[config.mk]
export PLATFORM = sky130hd
export DESIGN_NAME = smbt_top
export DESIGN_NICKNAME = d
export VERILOG_FILES = /design/src/rtl/smbt_pkg.sv /design/src/rtl/smbt_fifo.sv /design/src/rtl/smbt_datapath.sv /design/src/rtl/smbt_ctrl.sv /design/src/rtl/smbt_top.sv
export SDC_FILE = /design/constraint.sdc
export NUM_CORES = 1
export LEC_CHECK = 0
export ABC_AREA = 1
export BUFFER_PORTS_ARGS = -buffer_cell sky130_fd_sc_hd__buf_2
export CAP_MARGIN = 15
export CORE_AREA = 2 2 360 362
export CTS_BUF_LIST = sky130_fd_sc_hd__clkbuf_8
export DETAILED_ROUTE_END_ITERATION = 8
export DIE_AREA = 0 0 362 364
export PLACE_DENSITY = 0.51
export SLEW_MARGIN = 15
export SYNTH_ARGS = -nofsm -noshare
export SYNTH_HDL_FRONTEND = slang
export SYNTH_SLANG_ARGS = --single-unit
[constraint.sdc]
create_clock -name clk -period 6.75 [get_ports clk]
set_clock_uncertainty 0.2 [all_clocks]
set_input_delay 0.3375 -clock clk [delete_from_list [all_inputs] [get_ports clk]]
set_output_delay 0.3375 -clock clk [all_outputs]
set_load 0.02 [all_outputs]
[src/rtl/smbt_pkg.sv]
package smbt_pkg;
  typedef enum logic [1:0] {EVT_ADDR = 2'd0, EVT_DATA = 2'd1, EVT_STOP = 2'd2} evtKind_e;
  typedef enum logic [1:0] {TAG_EMPTY = 2'd0, TAG_START = 2'd1, TAG_DATA = 2'd2, TAG_END = 2'd3} rxTag_e;

  typedef struct packed {
    logic [1:0] tag;
    logic       pec;
    logic [7:0] data;
  } rxEntry_t;

  typedef struct packed {
    logic       rxPush;
    rxEntry_t   rxIn;
    logic       rxPop;
    logic       rxFlush;
    logic       txPush;
    logic [7:0] txIn;
    logic       txPop;
    logic       txFlush;
  } dpStrobe_t;

  localparam logic [2:0] REG_ADDRCFG = 3'd0;
  localparam logic [2:0] REG_TIMING  = 3'd1;
  localparam logic [2:0] REG_FIFOCTL = 3'd2;
  localparam logic [2:0] REG_CMD     = 3'd3;
  localparam logic [2:0] REG_IE      = 3'd4;
  localparam logic [2:0] REG_IS      = 3'd5;
  localparam logic [2:0] REG_TXDATA  = 3'd6;
  localparam logic [2:0] REG_RXDATA  = 3'd7;

  localparam int IS_RXFULL = 26;
  localparam int IS_THLD   = 25;
  localparam int IS_RXEVT  = 24;
  localparam int IS_DONE   = 23;
  localparam int IS_UNDER  = 22;
  localparam int IS_RDREQ  = 21;

  localparam logic [2:0] ST_OK      = 3'd0;
  localparam logic [2:0] ST_TIMEOUT = 3'd5;
endpackage

[src/rtl/smbt_fifo.sv]
module smbt_fifo #(
  parameter int DEPTH = 64,
  parameter int WIDTH = 11,
  localparam int AW = $clog2(DEPTH),
  localparam int CW = AW + 1
) (
  input  logic             clk,
  input  logic             rstN,
  input  logic             push,
  input  logic [WIDTH-1:0] din,
  input  logic             pop,
  input  logic             flush,
  output logic [WIDTH-1:0] dout,
  output logic [CW-1:0]    count
);
  localparam logic [CW-1:0] FULL = CW'(DEPTH);

  logic [WIDTH-1:0] mem [DEPTH];
  logic [AW-1:0] wrPtr, rdPtr;
  logic doPush, doPop;

  assign doPush = push && (count != FULL);
  assign doPop  = pop && (count != '0);
  assign dout   = mem[rdPtr];

  always_ff @(posedge clk) begin
    if (!rstN || flush) begin
      wrPtr <= '0;
      rdPtr <= '0;
      count <= '0;
    end else begin
      if (doPush) wrPtr <= wrPtr + 1'b1;
      if (doPop)  rdPtr <= rdPtr + 1'b1;
      count <= count + CW'(doPush) - CW'(doPop);
    end
  end

  always_ff @(posedge clk) begin
    if (doPush && !flush) mem[wrPtr] <= din;
  end

  p_count_bound_r3: assert property (@(posedge clk) disable iff (!rstN)
    count <= FULL);
  p_full_hold_r3: assert property (@(posedge clk) disable iff (!rstN)
    (count == FULL && push && !pop && !flush) |=> $stable(count));
endmodule

[src/rtl/smbt_datapath.sv]
module smbt_datapath import smbt_pkg::*; #(
  parameter int RX_DEPTH = 64,
  parameter int TX_DEPTH = 4,
  localparam int RCW = $clog2(RX_DEPTH) + 1,
  localparam int TCW = $clog2(TX_DEPTH) + 1
) (
  input  logic           clk,
  input  logic           rstN,
  input  dpStrobe_t      strb,
  output rxEntry_t       rxHead,
  output logic [RCW-1:0] rxCount,
  output logic [7:0]     txHead,
  output logic [TCW-1:0] txCount
);
  localparam int EW = $bits(rxEntry_t);
  logic [EW-1:0] rxRaw;

  smbt_fifo #(.DEPTH(RX_DEPTH), .WIDTH(EW)) rxFifo_i (
    .clk(clk), .rstN(rstN), .push(strb.rxPush), .din(strb.rxIn),
    .pop(strb.rxPop), .flush(strb.rxFlush), .dout(rxRaw), .count(rxCount));

  smbt_fifo #(.DEPTH(TX_DEPTH), .WIDTH(8)) txFifo_i (
    .clk(clk), .rstN(rstN), .push(strb.txPush), .din(strb.txIn),
    .pop(strb.txPop), .flush(strb.txFlush), .dout(txHead), .count(txCount));

  assign rxHead = rxEntry_t'(rxRaw);
endmodule

[src/rtl/smbt_ctrl.sv]
module smbt_ctrl import smbt_pkg::*; #(
  parameter int RX_DEPTH = 64,
  parameter int TX_DEPTH = 4,
  parameter int MAX_XFER = 64,
  parameter int SLOTS    = 4,
  localparam int RCW = $clog2(RX_DEPTH) + 1,
  localparam int TCW = $clog2(TX_DEPTH) + 1,
  localparam int XW  = $clog2(MAX_XFER) + 1
) (
  input  logic           clk,
  input  logic           rstN,
  input  logic           evtValid,
  input  logic [1:0]     evtKind,
  input  logic [7:0]     evtByte,
  input  logic           evtPecErr,
  output logic           addrHit,
  input  logic           txPop,
  input  logic           stretchActive,
  input  logic           stretchTick,
  output logic           busAbort,
  input  logic           regWrEn,
  input  logic           regRdEn,
  input  logic [2:0]     regAddr,
  input  logic [31:0]    regWrData,
  output logic [31:0]    regRdData,
  output logic           irq,
  input  rxEntry_t       rxHead,
  input  logic [RCW-1:0] rxCount,
  input  logic [TCW-1:0] txCount,
  output dpStrobe_t      strb
);
  localparam logic [XW-1:0]  XMAX   = XW'(MAX_XFER);
  localparam logic [RCW-1:0] RXFULL = RCW'(RX_DEPTH);

  logic [31:0] addrCfg, ieReg, isReg, setBits;
  logic [6:0]  stretchLim;
  logic [5:0]  thld;
  logic [2:0]  status;
  logic [7:0]  stretchCnt;
  logic [XW-1:0] xferCnt;
  logic busy, active, isRead, first;
  logic slotMatch, dataEvt, stopEvt, wantData, wantEnd, rxOvf, underrun, timeoutHit, stopEnd;
  evtKind_e kind;

  assign kind = evtKind_e'(evtKind);

  always_comb begin
    slotMatch = 1'b0;
    for (int s = 0; s < SLOTS; s++)
      if (addrCfg[8*s+7] && addrCfg[8*s +: 7] == evtByte[7:1]) slotMatch = 1'b1;
  end

  assign addrHit    = evtValid && kind == EVT_ADDR && slotMatch;
  assign dataEvt    = evtValid && kind == EVT_DATA;
  assign stopEvt    = evtValid && kind == EVT_STOP;
  assign stopEnd    = stopEvt && active;
  assign wantData   = dataEvt && active && !isRead && xferCnt < XMAX;
  assign wantEnd    = stopEnd && !isRead;
  assign rxOvf      = (wantData || wantEnd) && rxCount == RXFULL;
  assign underrun   = txPop && active && isRead && txCount <= TCW'(1);
  assign timeoutHit = active && stretchActive && stretchTick && (stretchCnt + 8'd1 > {1'b0, stretchLim});
  assign busAbort   = timeoutHit;
  assign irq        = |(isReg & ieReg);

  always_comb begin
    strb = '0;
    strb.rxPush    = (wantData || wantEnd) && rxCount != RXFULL;
    strb.rxIn.tag  = wantEnd ? TAG_END : (first ? TAG_START : TAG_DATA);
    strb.rxIn.pec  = evtPecErr;
    strb.rxIn.data = wantEnd ? 8'h00 : evtByte;
    strb.rxPop     = regRdEn && regAddr == REG_RXDATA && rxCount != '0;
    strb.rxFlush   = regWrEn && regAddr == REG_FIFOCTL && regWrData[31];
    strb.txFlush   = regWrEn && regAddr == REG_FIFOCTL && regWrData[30];
    strb.txPush    = regWrEn && regAddr == REG_TXDATA;
    strb.txIn      = regWrData[7:0];
    strb.txPop     = txPop && txCount != '0;
  end

  always_comb begin
    setBits = '0;
    setBits[IS_RXFULL] = rxOvf;
    setBits[IS_THLD]   = thld != '0 && rxCount >= RCW'(thld);
    setBits[IS_RXEVT]  = rxCount != '0;
    setBits[IS_DONE]   = stopEnd || timeoutHit;
    setBits[IS_UNDER]  = underrun;
    setBits[IS_RDREQ]  = addrHit && evtByte[0];
  end

  always_comb begin
    regRdData = '0;
    unique case (regAddr)
      REG_ADDRCFG: regRdData = addrCfg;
      REG_TIMING:  regRdData[30:24] = stretchLim;
      REG_FIFOCTL: begin regRdData[16 +: RCW] = rxCount; regRdData[13:8] = thld; end
      REG_CMD:     begin regRdData[31] = busy; regRdData[25:23] = busy ? 3'd0 : status; end
      REG_IE:      regRdData = ieReg;
      REG_IS:      regRdData = isReg;
      REG_TXDATA:  regRdData = '0;
      REG_RXDATA:  if (rxCount != '0) regRdData = {rxHead.tag, rxHead.pec, 21'd0, rxHead.data};
      default:     regRdData = '0;
    endcase
  end

  always_ff @(posedge clk) begin
    if (!rstN) begin
      addrCfg <= '0; ieReg <= '0; isReg <= '0; stretchLim <= '0; thld <= '0;
      status <= ST_OK; busy <= 1'b0; active <= 1'b0; isRead <= 1'b0; first <= 1'b0;
      xferCnt <= '0; stretchCnt <= '0;
    end else begin
      if (regWrEn) begin
        case (regAddr)
          REG_ADDRCFG: addrCfg <= regWrData;
          REG_TIMING:  stretchLim <= regWrData[30:24];
          REG_FIFOCTL: thld <= regWrData[13:8];
          REG_CMD:     if (regWrData[31]) busy <= 1'b1;
          REG_IE:      ieReg <= regWrData;
          default: ;
        endcase
      end
      isReg <= (isReg & ~((regWrEn && regAddr == REG_IS) ? regWrData : 32'd0)) | setBits;

      if (addrHit) begin
        active <= 1'b1; isRead <= evtByte[0]; busy <= 1'b1; first <= 1'b1; xferCnt <= '0;
      end
      if (wantData) begin
        xferCnt <= xferCnt + 1'b1;
        first   <= 1'b0;
      end
      if (stopEnd) begin
        active <= 1'b0; busy <= 1'b0; status <= ST_OK;
      end

      if (!stretchActive || !active) stretchCnt <= '0;
      else if (stretchTick)          stretchCnt <= stretchCnt + 8'd1;
      if (timeoutHit) begin
        active <= 1'b0; busy <= 1'b0; status <= ST_TIMEOUT; stretchCnt <= '0;
      end
    end
  end

  p_stop_done_r8: assert property (@(posedge clk) disable iff (!rstN)
    stopEnd && !timeoutHit |=> (!busy && isReg[IS_DONE]));
  p_timeout_status_r9: assert property (@(posedge clk) disable iff (!rstN)
    timeoutHit |=> (status == ST_TIMEOUT && !busy && !active));
  p_read_req_r6: assert property (@(posedge clk) disable iff (!rstN)
    (addrHit && evtByte[0] && !timeoutHit) |=> (busy && isReg[IS_RDREQ]));
  p_busy_fall_r8: assert property (@(posedge clk) disable iff (!rstN)
    $fell(busy) |-> isReg[IS_DONE]);
endmodule

[src/rtl/smbt_top.sv]
module smbt_top import smbt_pkg::*; #(
  parameter int RX_DEPTH = 64,
  parameter int TX_DEPTH = 4,
  parameter int MAX_XFER = 64,
  localparam int RCW = $clog2(RX_DEPTH) + 1,
  localparam int TCW = $clog2(TX_DEPTH) + 1
) (
  input  logic        clk,
  input  logic        rstN,
  input  logic        evtValid,
  input  logic [1:0]  evtKind,
  input  logic [7:0]  evtByte,
  input  logic        evtPecErr,
  output logic        addrHit,
  input  logic        txPop,
  output logic [7:0]  txData,
  output logic        txEmpty,
  input  logic        stretchActive,
  input  logic        stretchTick,
  output logic        busAbort,
  input  logic        regWrEn,
  input  logic        regRdEn,
  input  logic [2:0]  regAddr,
  input  logic [31:0] regWrData,
  output logic [31:0] regRdData,
  output logic        irq
);
  dpStrobe_t      strb;
  rxEntry_t       rxHead;
  logic [RCW-1:0] rxCount;
  logic [TCW-1:0] txCount;

  smbt_ctrl #(.RX_DEPTH(RX_DEPTH), .TX_DEPTH(TX_DEPTH), .MAX_XFER(MAX_XFER)) ctrl_i (
    .clk(clk), .rstN(rstN), .evtValid(evtValid), .evtKind(evtKind), .evtByte(evtByte),
    .evtPecErr(evtPecErr), .addrHit(addrHit), .txPop(txPop), .stretchActive(stretchActive),
    .stretchTick(stretchTick), .busAbort(busAbort), .regWrEn(regWrEn), .regRdEn(regRdEn),
    .regAddr(regAddr), .regWrData(regWrData), .regRdData(regRdData), .irq(irq),
    .rxHead(rxHead), .rxCount(rxCount), .txCount(txCount), .strb(strb));

  smbt_datapath #(.RX_DEPTH(RX_DEPTH), .TX_DEPTH(TX_DEPTH)) dp_i (
    .clk(clk), .rstN(rstN), .strb(strb), .rxHead(rxHead), .rxCount(rxCount),
    .txHead(txData), .txCount(txCount));

  assign txEmpty = txCount == '0;
endmodule

Word level (Yosys, flattened, before mapping)
Memory sizes are Yosys's and may differ from the RTL's. A register that Yosys moved wholly into a read port is not among the register bits.
Index checks and enable logic that the tools add are counted.
Word-level totals
  memories kept: 2
  memory bits (writable): 736
  flip-flop bits (word level): 156
  word-level logic and storage cells: 157
  output and inout bits: 44
  bits of input ports: 54
Cells by class
  bitwise gates (word level): 5
  multiplexer cells: 34
  equality and inequality tests: 16
  reductions and logical operators: 68
  add/sub/neg operators: 10
  magnitude comparators: 4
Memories
  dp_i.rxFifo_i.mem: depth 64, width 11, read ports 1, clocked after Yosys merged registers in 1, wr ports 1, RTL line smbt_fifo.sv:18  | logic [WIDTH-1:0] mem [DEPTH];
  dp_i.txFifo_i.mem: depth 4, width 8, read ports 1, clocked after Yosys merged registers in 1, wr ports 1, RTL line smbt_fifo.sv:18
Operator list (number)
  bitwise AND 32 bit: 2
  two-way mux 32 bit: 2
  logical AND 1 bit: 37
  one-hot mux 7 bit (5 select lines): 1
  inverter 32 bit: 1
  bitwise OR 32 x 27 -> 32 bit: 1
  one-hot mux 8 bit (4 select lines): 1
  OR reduction 32 bit: 1
  one-hot mux 6 bit (5 select lines): 1
  == test 7 bit: 4
  one-hot mux 5 bit (5 select lines): 1
  two-way mux 7 bit: 2
  adder 6 x 1 -> 6 bit, second input constant: 2
  == test 3 bit, second input constant: 4
  two-way mux 1 bit: 12
  two-way mux 6 bit: 2
  one-hot mux 2 bit (6 select lines): 1
  one-hot mux 1 bit (5 select lines): 2
  nonzero test 2 bit: 5
  two-way mux 3 bit: 3
  adder 8 x 1 -> 8 bit, second input constant: 1
  greater-than comparator 8 x 7 -> 1 bit: 1
  two-way mux 2 bit: 4
  two-way mux 8 bit: 1
  29 further kinds: 45

Depth between registers and ports, before layout
Gate-level depths: netlist (run 1).
  word-level depth: 11
  mapped depth: 20
  gate-level depth less buffers: 20

Cells and area by module
Synthesis (run 1) repeated with hierarchy kept, for this count alone.
Second synthesis, totals
  cells, all modules: 3664
  area total of the unflattened synthesis: 38020.2 um^2
By module, submodules not included
  smbt_fifo (dp_i.rxFifo_i): cells each 2576, area each 29721.0 um^2, sequential area each 21640.8 um^2, times used 1
  smbt_ctrl: cells each 941, area each 6595.1 um^2, sequential area each 2582.5 um^2, times used 1
  smbt_fifo (dp_i.txFifo_i): cells each 143, area each 1686.6 um^2, sequential area each 1141.1 um^2, times used 1
  smbt_top: cells each 4, area each 17.5 um^2, sequential area each 0.0 um^2, times used 1

Worst setup path before layout (run 1)
OpenSTA, ideal clock, no wires.
  path kind: reg-to-reg
  from: register dp_i.rxFifo_i.count[2]
  to: register dp_i.rxFifo_i.count[6]
  stages on the path, launching flop included: 20
  required time: 6.428 ns
  arrival: 2.658 ns
  clock period less this slack: 2.980 ns
  path slack: 3.770 ns
  path buffers: 0
  setup time: 0.122 ns
  cells stage by stage: dfxtp_1 -> inv_1 -> ha_1 -> nand2_1 -> nor2_1 -> nand3_1 -> nand2_1 -> inv_2 -> nand2_1 -> inv_1 -> ha_1 -> inv_1 -> ha_1 -> fa_1 -> a21oi_1 -> o21ai_0 -> a21oi_1 -> o21bai_1 -> o21ai_0 -> a21oi_1
On the way
  word-level cells in the longest chain between the ends: 5
  elaborated cells between the ends (all ways): 8
  classes of those cells: add/sub (2); eq/ne (1); reduce/logical (5)
Ends and longest elaborated chain
  start, declared: RTL line smbt_fifo.sv:14  | output logic [CW-1:0] count
  start signal, assigned: RTL line smbt_fifo.sv:34  | count <= count + CW'(doPush) - CW'(doPop);
  inequality test 7 bit: RTL line smbt_fifo.sv:22, smbt_ctrl.sv:67
  logical AND 1 bit: RTL line smbt_ctrl.sv:67  | strb.rxPush = (wantData || wantEnd) && rxCount != RXFULL;
  logical AND 1 bit: RTL line smbt_fifo.sv:22  | assign doPush = push && (count != FULL);
  adder 7 x 1 -> 7 bit: RTL line smbt_fifo.sv:34
  subtractor 7 x 1 -> 7 bit *: RTL line smbt_fifo.sv:34
Every way passes the cells marked *; elsewhere a longest branch is shown, timed or not.
A chain may end at the register's enable or synchronous reset.

==> impl_metrics.toml, run 1 <==
[run_status]
status = "finished, final reports clean"

[yosys]
synthFlopType = "edfxtp_1"
synth_fp_nets = 3763
avgSynthCellArea_sq_um = 10.4
yosys_warnings = 0
synth_cell_types = 48
synth.most_common_cell = "nand2_1"
ys_ff_latch = 899
synthTopCellsByArea = "edfxtp_1 (58%), nand2_1 (11%), dfxtp_1 (8.6%)"
yosys.area.top_type_share_pct = 58.1
synth-edff-count = 736
async_flop_share_pct = 0
syn_area_sq_um = 38000
synth_common_cells = "nand2_1 (1127), edfxtp_1 (736), nand3_1 (640), nor2_1 (189), inv_1 (175)"
syn_inst = 3673
synth_top_area_cell = "edfxtp_1"
ys_seq_area_share_pct = 66.7

[finish]
syn_to_final_growth_pct = 14.8
utilization_pct = 34.0
finalNetCount = 3940
nFillCells = 12800
layout-drive-gt1-share_pct = 10.6

[critical_path]
slowest_stage = "buf_4"
required_ps = 6210
cp-start-kind = "register"
crit_path_frequent_cell = "nand2_1"
crit_path_end_kind = "output port"
cp_max_fo = 139
critPathBufInv = 3
critical_path.top_delay_family = "simple AND/OR/NAND/NOR gates"
reg2reg_slack_ps = 2650
r2r-end = "dp_i.rxFifo_i.mem[33][5]$_DFFE_PP_"
crit_path_end = "regRdData[29]"
cp.arrival_ps = 4440
r2r-start = "ctrl_i.active$_SDFFE_PP0P_"
crit_path_cell_trace = "inv_8 > buf_4 > nand2_1 > nand3_1 > nand3_1 > nand2_1 > nand2_1 > nand3_1 > nand3_1 > nand2_1 > nand2_1 > nand2_1 > buf_2"
worst-setup-path-type = "reg -> out"
r2r_cells = 9
cp_num_cells = 13
max_stage_delay_ps = 620

[drt]
viasPerCell = 4.90
drc = 0
firstDrtPassIters = 6
wl_per_cell_microns = 20.6
route.vias.total = 27600
ant_nets = 0
drt_first_iter_violations = 2675
totalWireLength_microns = 116000

[clock_tree]
insertion_delay_ps = 860
postCtsSetupBuffers = 0
clockBufferDepth = 3
cts.sinks = 899
cts_buffers = 152
htreeDepth = 4
cts_resized = 0
clockRootBuffer = "clkbuf_8"
cts_tree = "yes"
clk_pin_slew_worst_paths_ps = 60

[global_routing]
gr-total-overflow = 0
grt_pass1_vias = 26500
antenna_found_initial = 6
track_usage_pct = 17.3
grt_pass1_wl_microns = 172000
grt_max_degree = 140

[power_and_ir_drop]
power.total_mw = 11.6
p_leak_nw = 16.1
ir_drop_uv = 189
cellPowerDensity_nw_per_um2 = 266

[die]
initial_utilization_pct = 29.6
die_y_microns = 364
rows = 132
dieArea_sq_um = 132000
num_io_pins = 98
fp.dieW_microns = 362
core-area_sq_um = 128000

[hold_path]
worstHoldPathType = "in -> reg"

[place]
io_buffers = 97
preCtsSetupSlack_ps = 2780
gp_congestion = 0.821
post-dp-hpwl_microns = 66700

[sta]
slew_headroom_pct = 20.5
whs_ps = 92.5
finalSetupViolCount = 0
timing.fmax_ghz = 0.201
timing.final.ws_setup_ps = 1770
hold_violations = 0
worstMarginPinSlew_ps = 1190
drv_slew = 0
timing.final.crit_share_pct = 73.8
tns_ps = 0
rsz0062_at_grt = "false"
fin_crit_ps = 4980

[job]
max_cap_violations = 0
-- how the worst min path moves through the flow --
stage                                      from                                end  cells past startpoint
floorplan           ctrl_i.isReg[28]$_SDFF_PN0_        ctrl_i.isReg[28]$_SDFF_PN0_                      2
global placement    ctrl_i.isReg[18]$_SDFF_PN0_        ctrl_i.isReg[18]$_SDFF_PN0_                      2
detailed placement  ctrl_i.isReg[19]$_SDFF_PN0_        ctrl_i.isReg[19]$_SDFF_PN0_                      2
CTS                               regWrData[18]      ctrl_i.ieReg[18]$_SDFFE_PN0P_                      4
global route                       regWrData[5]  dp_i.txFifo_i.mem[2][5]$_DFFE_PP_                      2
finish                            regWrData[14]      ctrl_i.ieReg[14]$_SDFFE_PN0P_                      4
-- cells by family after synthesis --
logic type | after synthesis | share of synthesized area (%)
AND/OR/NAND/NOR | 2009 | 22.6
XOR/XNOR | 12 | 0.276
multiplexers | 2 | 0.0526
flip-flops | 899 | 66.7
AO/OA/AOI/OAI | 329 | 4.79
buffers and inverters | 386 | 4.35
adder cells (fa/ha/maj) | 36 | 1.22
-- registers in the layout, indices dropped and copies added, names as in the netlist, named ones only --
register             flops
ctrl_i.first             1
dp_i.rxFifo_i.mem      704
dp_i.txFifo_i.rdPtr      2
ctrl_i.stretchLim        7
ctrl_i.isRead            1
ctrl_i.busy              1
dp_i.txFifo_i.count      3
dp_i.rxFifo_i.count      7
ctrl_i.stretchCnt        8
dp_i.rxFifo_i.wrPtr      6
ctrl_i.isReg            32
dp_i.txFifo_i.mem       32
dp_i.rxFifo_i.rdPtr      6
ctrl_i.addrCfg          32
ctrl_i.active            1
dp_i.txFifo_i.wrPtr      2
ctrl_i.ieReg            32
ctrl_i.status            1
ctrl_i.xferCnt           7
ctrl_i.thld              6
-- layout make-up --
type | instances | area [sq um] | area share, %
clock buffer | 162 | 2230 | 5.10
timing repair buffer | 221 | 1580 | 3.61
inverter | 188 | 719 | 1.65
clock inverter | 99 | 554 | 1.27
multi-input combinational | 2388 | 11100 | 25.5
antenna | 4 | 10.0 | 0.0229
sequential | 899 | 25400 | 58.1
tap | 1675 | 2100 | 4.80
-- layout by cell type (no fill, tap or decap), types with 4 or more instances in the layout --
master / synthesis / routed
nand4_4: 7 / 7
nand4_1: 11 / 11
clkinv_2: 0 / 12
diode_2: 0 / 4
nor2_2: 2 / 20
o21ai_0: 143 / 143
bufinv_16: 0 / 5
inv_6: 0 / 7
nand2_2: 2 / 5
dfxtp_1: 163 / 159
ha_1: 34 / 34
buf_2: 88 / 97
nor3b_1: 4 / 4
clkbuf_8: 0 / 162
buf_4: 24 / 64
xnor2_1: 5 / 5
inv_2: 10 / 16
nor3_2: 1 / 5
dlygate4sd3_1: 0 / 58
edfxtp_1: 736 / 736
o22ai_1: 20 / 20
nor2_1: 189 / 170
o2111ai_1: 9 / 9
inv_1: 175 / 220
nand2_1: 1127 / 1124
xor2_1: 7 / 7
a221oi_1: 17 / 17
a21oi_1: 118 / 118
nand3_1: 640 / 640
nor3_1: 14 / 8
clkinv_1: 3 / 24
-- power by group --
group	leakage, nW	internal (mW)	switching (mW)
registers	7.94	6.03	0.0638
logic	6.54	0.270	0.616
clock network	1.62	2.39	2.25
-- tightest hold or removal path, stage by stage --
cell and delay, ps:
dlygate4sd3_1 510, buf_2 110, inv_1 50, a21oi_1 100
-- per-stage QoR --
stage | std cells | cell area [sq um]
global placement | 5308 | 40200
detailed placement | 5310 | 40300
global route | 5636 | 43700
CTS | 5629 | 43600
finish | 5636 | 43700
floorplan | 3673 | 38000
-- per-layer routing --
layer  vias up  global-route usage [%]  wire length [microns]
met1     13500                    24.1                  52300
met3       176                    2.94                   7100
met5         -                       0                      0
li1      13000                       -                      -
met4         0                    6.46                   2960
met2       904                    27.0                  53500
-- timing repair --
item / in CTS / in global routing
hold buffers: 58 / 0
endpoints found under the hold margin: 244 / 0
setup endpoints to repair: 0 / 0
(Power assumes the default switching activity.)
==> run 2, diff against run 1 <==
- PLACE_DENSITY: 0.51 -> 0.53
- clock period: 6.75 -> 4.45 ns (I/O delays scaled with it)
==> impl_metrics.toml, run 2 (same netlist as run 1, synthesis figures left out) <==
[drt]
firstDrtPassIters = 7
totalWireLength_microns = 114000
viasPerCell = 4.86
drt_first_iter_violations = 2562
route.vias.total = 27700
ant_nets = 0
drc = 0
wl_per_cell_microns = 19.9

[critical_path]
max_stage_delay_ps = 620
r2r-end = "dp_i.rxFifo_i.mem[45][2]$_DFFE_PP_"
crit_path_frequent_cell = "nand2_1"
r2r_cells = 9
worst-setup-path-type = "reg -> out"
r2r-start = "ctrl_i.active$_SDFFE_PP0P_"
cp-start-kind = "register"
crit_path_end = "regRdData[29]"
slowest_stage = "buf_12"
reg2reg_slack_ps = 560
required_ps = 4030
crit_path_cell_trace = "buf_12 > nand2_1 > nand3_1 > nand3_1 > nand2_1 > nand2_1 > nand3_1 > nand3_1 > nand2_1 > nand2_1 > nand2_1 > buf_2"
cp_max_fo = 192
cp.arrival_ps = 3570
crit_path_end_kind = "output port"

[global_routing]
grt_pass1_vias = 26600
antenna_found_initial = 3
grt_pass1_wl_microns = 170000
grt_max_degree = 193
gr-total-overflow = 0
track_usage_pct = 16.9

[finish]
syn_to_final_growth_pct = 16.2
final_common_cell = "nand2_1"
final_cell_mix = "nand2_1 (1124), edfxtp_1 (736), nand3_1 (640), inv_1 (229), nor2_1 (186)"
finalNetCount = 3987
max_flop_register = "dp_i.rxFifo_i.mem"
largest_reg_flops = 704
nFillCells = 12900
layout-drive-gt1-share_pct = 10.1

[place]
io_buffers = 97
preCtsSetupSlack_ps = 1010
post-dp-hpwl_microns = 68900
gp_congestion = 0.859

[sta]
finalSetupViolCount = 0
worstMarginPinSlew_ps = 1110
slew_headroom_pct = 25.8
timing.final.ws_setup_ps = 453
timing.final.crit_share_pct = 89.8
hold_violations = 0
rsz0062_at_grt = "false"
drv_slew = 0
tns_ps = 0
whs_ps = 67.4
fin_crit_ps = 4000
timing.fmax_ghz = 0.250

[die]
core-area_sq_um = 128000
dieArea_sq_um = 132000
initial_utilization_pct = 29.6
rows = 132
num_io_pins = 98
fp.dieW_microns = 362
die_y_microns = 364

[job]
max_cap_violations = 0

[run_status]
status = "finished, final reports clean"

[clock_tree]
cts_tree = "yes"
clockBufferDepth = 3
clk_pin_slew_worst_paths_ps = 60
insertion_delay_ps = 830
cts.sinks = 899
clockRootBuffer = "clkbuf_8"
cts_buffers = 156
htreeDepth = 4

[power_and_ir_drop]
p_leak_nw = 16.4
cellPowerDensity_nw_per_um2 = 399
ir_drop_uv = 177
power.total_mw = 17.6

[hold_path]
worstHoldPathType = "in -> reg"
[run 2: cell types whose count changed in the layout (fill, tap and decap cells not counted), moves of 5 or more]
cell,delta
dlygate4sd3_1,+41
nor2_1,+16
nor2_2,-16
clkinv_1,+12
inv_1,+9
buf_12,+7
buf_4,-5
inv_8,+5
[run 2: where the power goes]
group / switching [mW] / total [mW] / internal [mW]
Sequential: 0.0761 / 9.22 / 9.14
Combinational: 0.983 / 1.43 / 0.445
Clock: 3.50 / 6.98 / 3.48
[run 2: layout make-up]
type	count	area, sq um	share of cell area, %
multi-input combinational	2388	11100	25.0
clock inverter	126	657	1.49
timing repair buffer	264	2110	4.77
clock buffer	159	2190	4.95
tap	1675	2100	4.74
inverter	188	718	1.62
sequential	899	25400	57.4
antenna	3	7.51	0.0170
[run 2: worst min-delay path by stage]
stage	start	end	slack (ps)	cells past startpoint
global placement	ctrl_i.isReg[28]$_SDFF_PN0_	ctrl_i.isReg[28]$_SDFF_PN0_	230	2
floorplan	evtPecErr	dp_i.rxFifo_i.mem[0][8]$_DFFE_PP_	120	0
global route	regWrData[4]	dp_i.txFifo_i.mem[1][4]$_DFFE_PP_	40	2
finish	regWrData[11]	ctrl_i.addrCfg[11]$_SDFFE_PN0P_	70	4
CTS	regWrData[11]	ctrl_i.addrCfg[11]$_SDFFE_PN0P_	0.1	4
detailed placement	ctrl_i.isReg[0]$_SDFF_PN0_	ctrl_i.isReg[0]$_SDFF_PN0_	240	2
[run 2: routing by layer]
| layer | GRT usage [%] | up-vias | share of wire, % | wire (microns) |
|---|---|---|---|---|
| met1 | 23.4 | 13500 | 45 | 51300 |
| li1 | - | 13200 | - | - |
| met2 | 26.5 | 867 | 46 | 52300 |
| met4 | 6.41 | 0 | 3.3 | 3710 |
| met3 | 2.89 | 220 | 5.6 | 6340 |
| met5 | 0 | - | 0 | 0 |
[run 2: per-stage QoR]
| stage | utilization [%] | area (sq um) | instances |
|---|---|---|---|
| 2_1_floorplan | - | 38000 | 3673 |
| 3_3_place_gp | 31.4 | 40300 | 5314 |
| 3_5_place_dp | 31.5 | 40400 | 5315 |
| 4_1_cts | 34.4 | 44200 | 5699 |
| 5_1_grt | 34.5 | 44200 | 5700 |
| 6_report | 34.5 | 44200 | 5702 |
[run 2: what timing repair did]
action / CTS / global route
hold buffers: 99 / 0
gates resized for setup: 0 / 0
setup buffers: 0 / 0
endpoints found under the hold margin: 324 / 0
[run 2: worst max-delay path, delay by kind of cell, from the launching register on]
family	cells	cell delay (ps)
and+or+nand+nor	10	1320
DFF	1	410
buffers and inverters	2	810
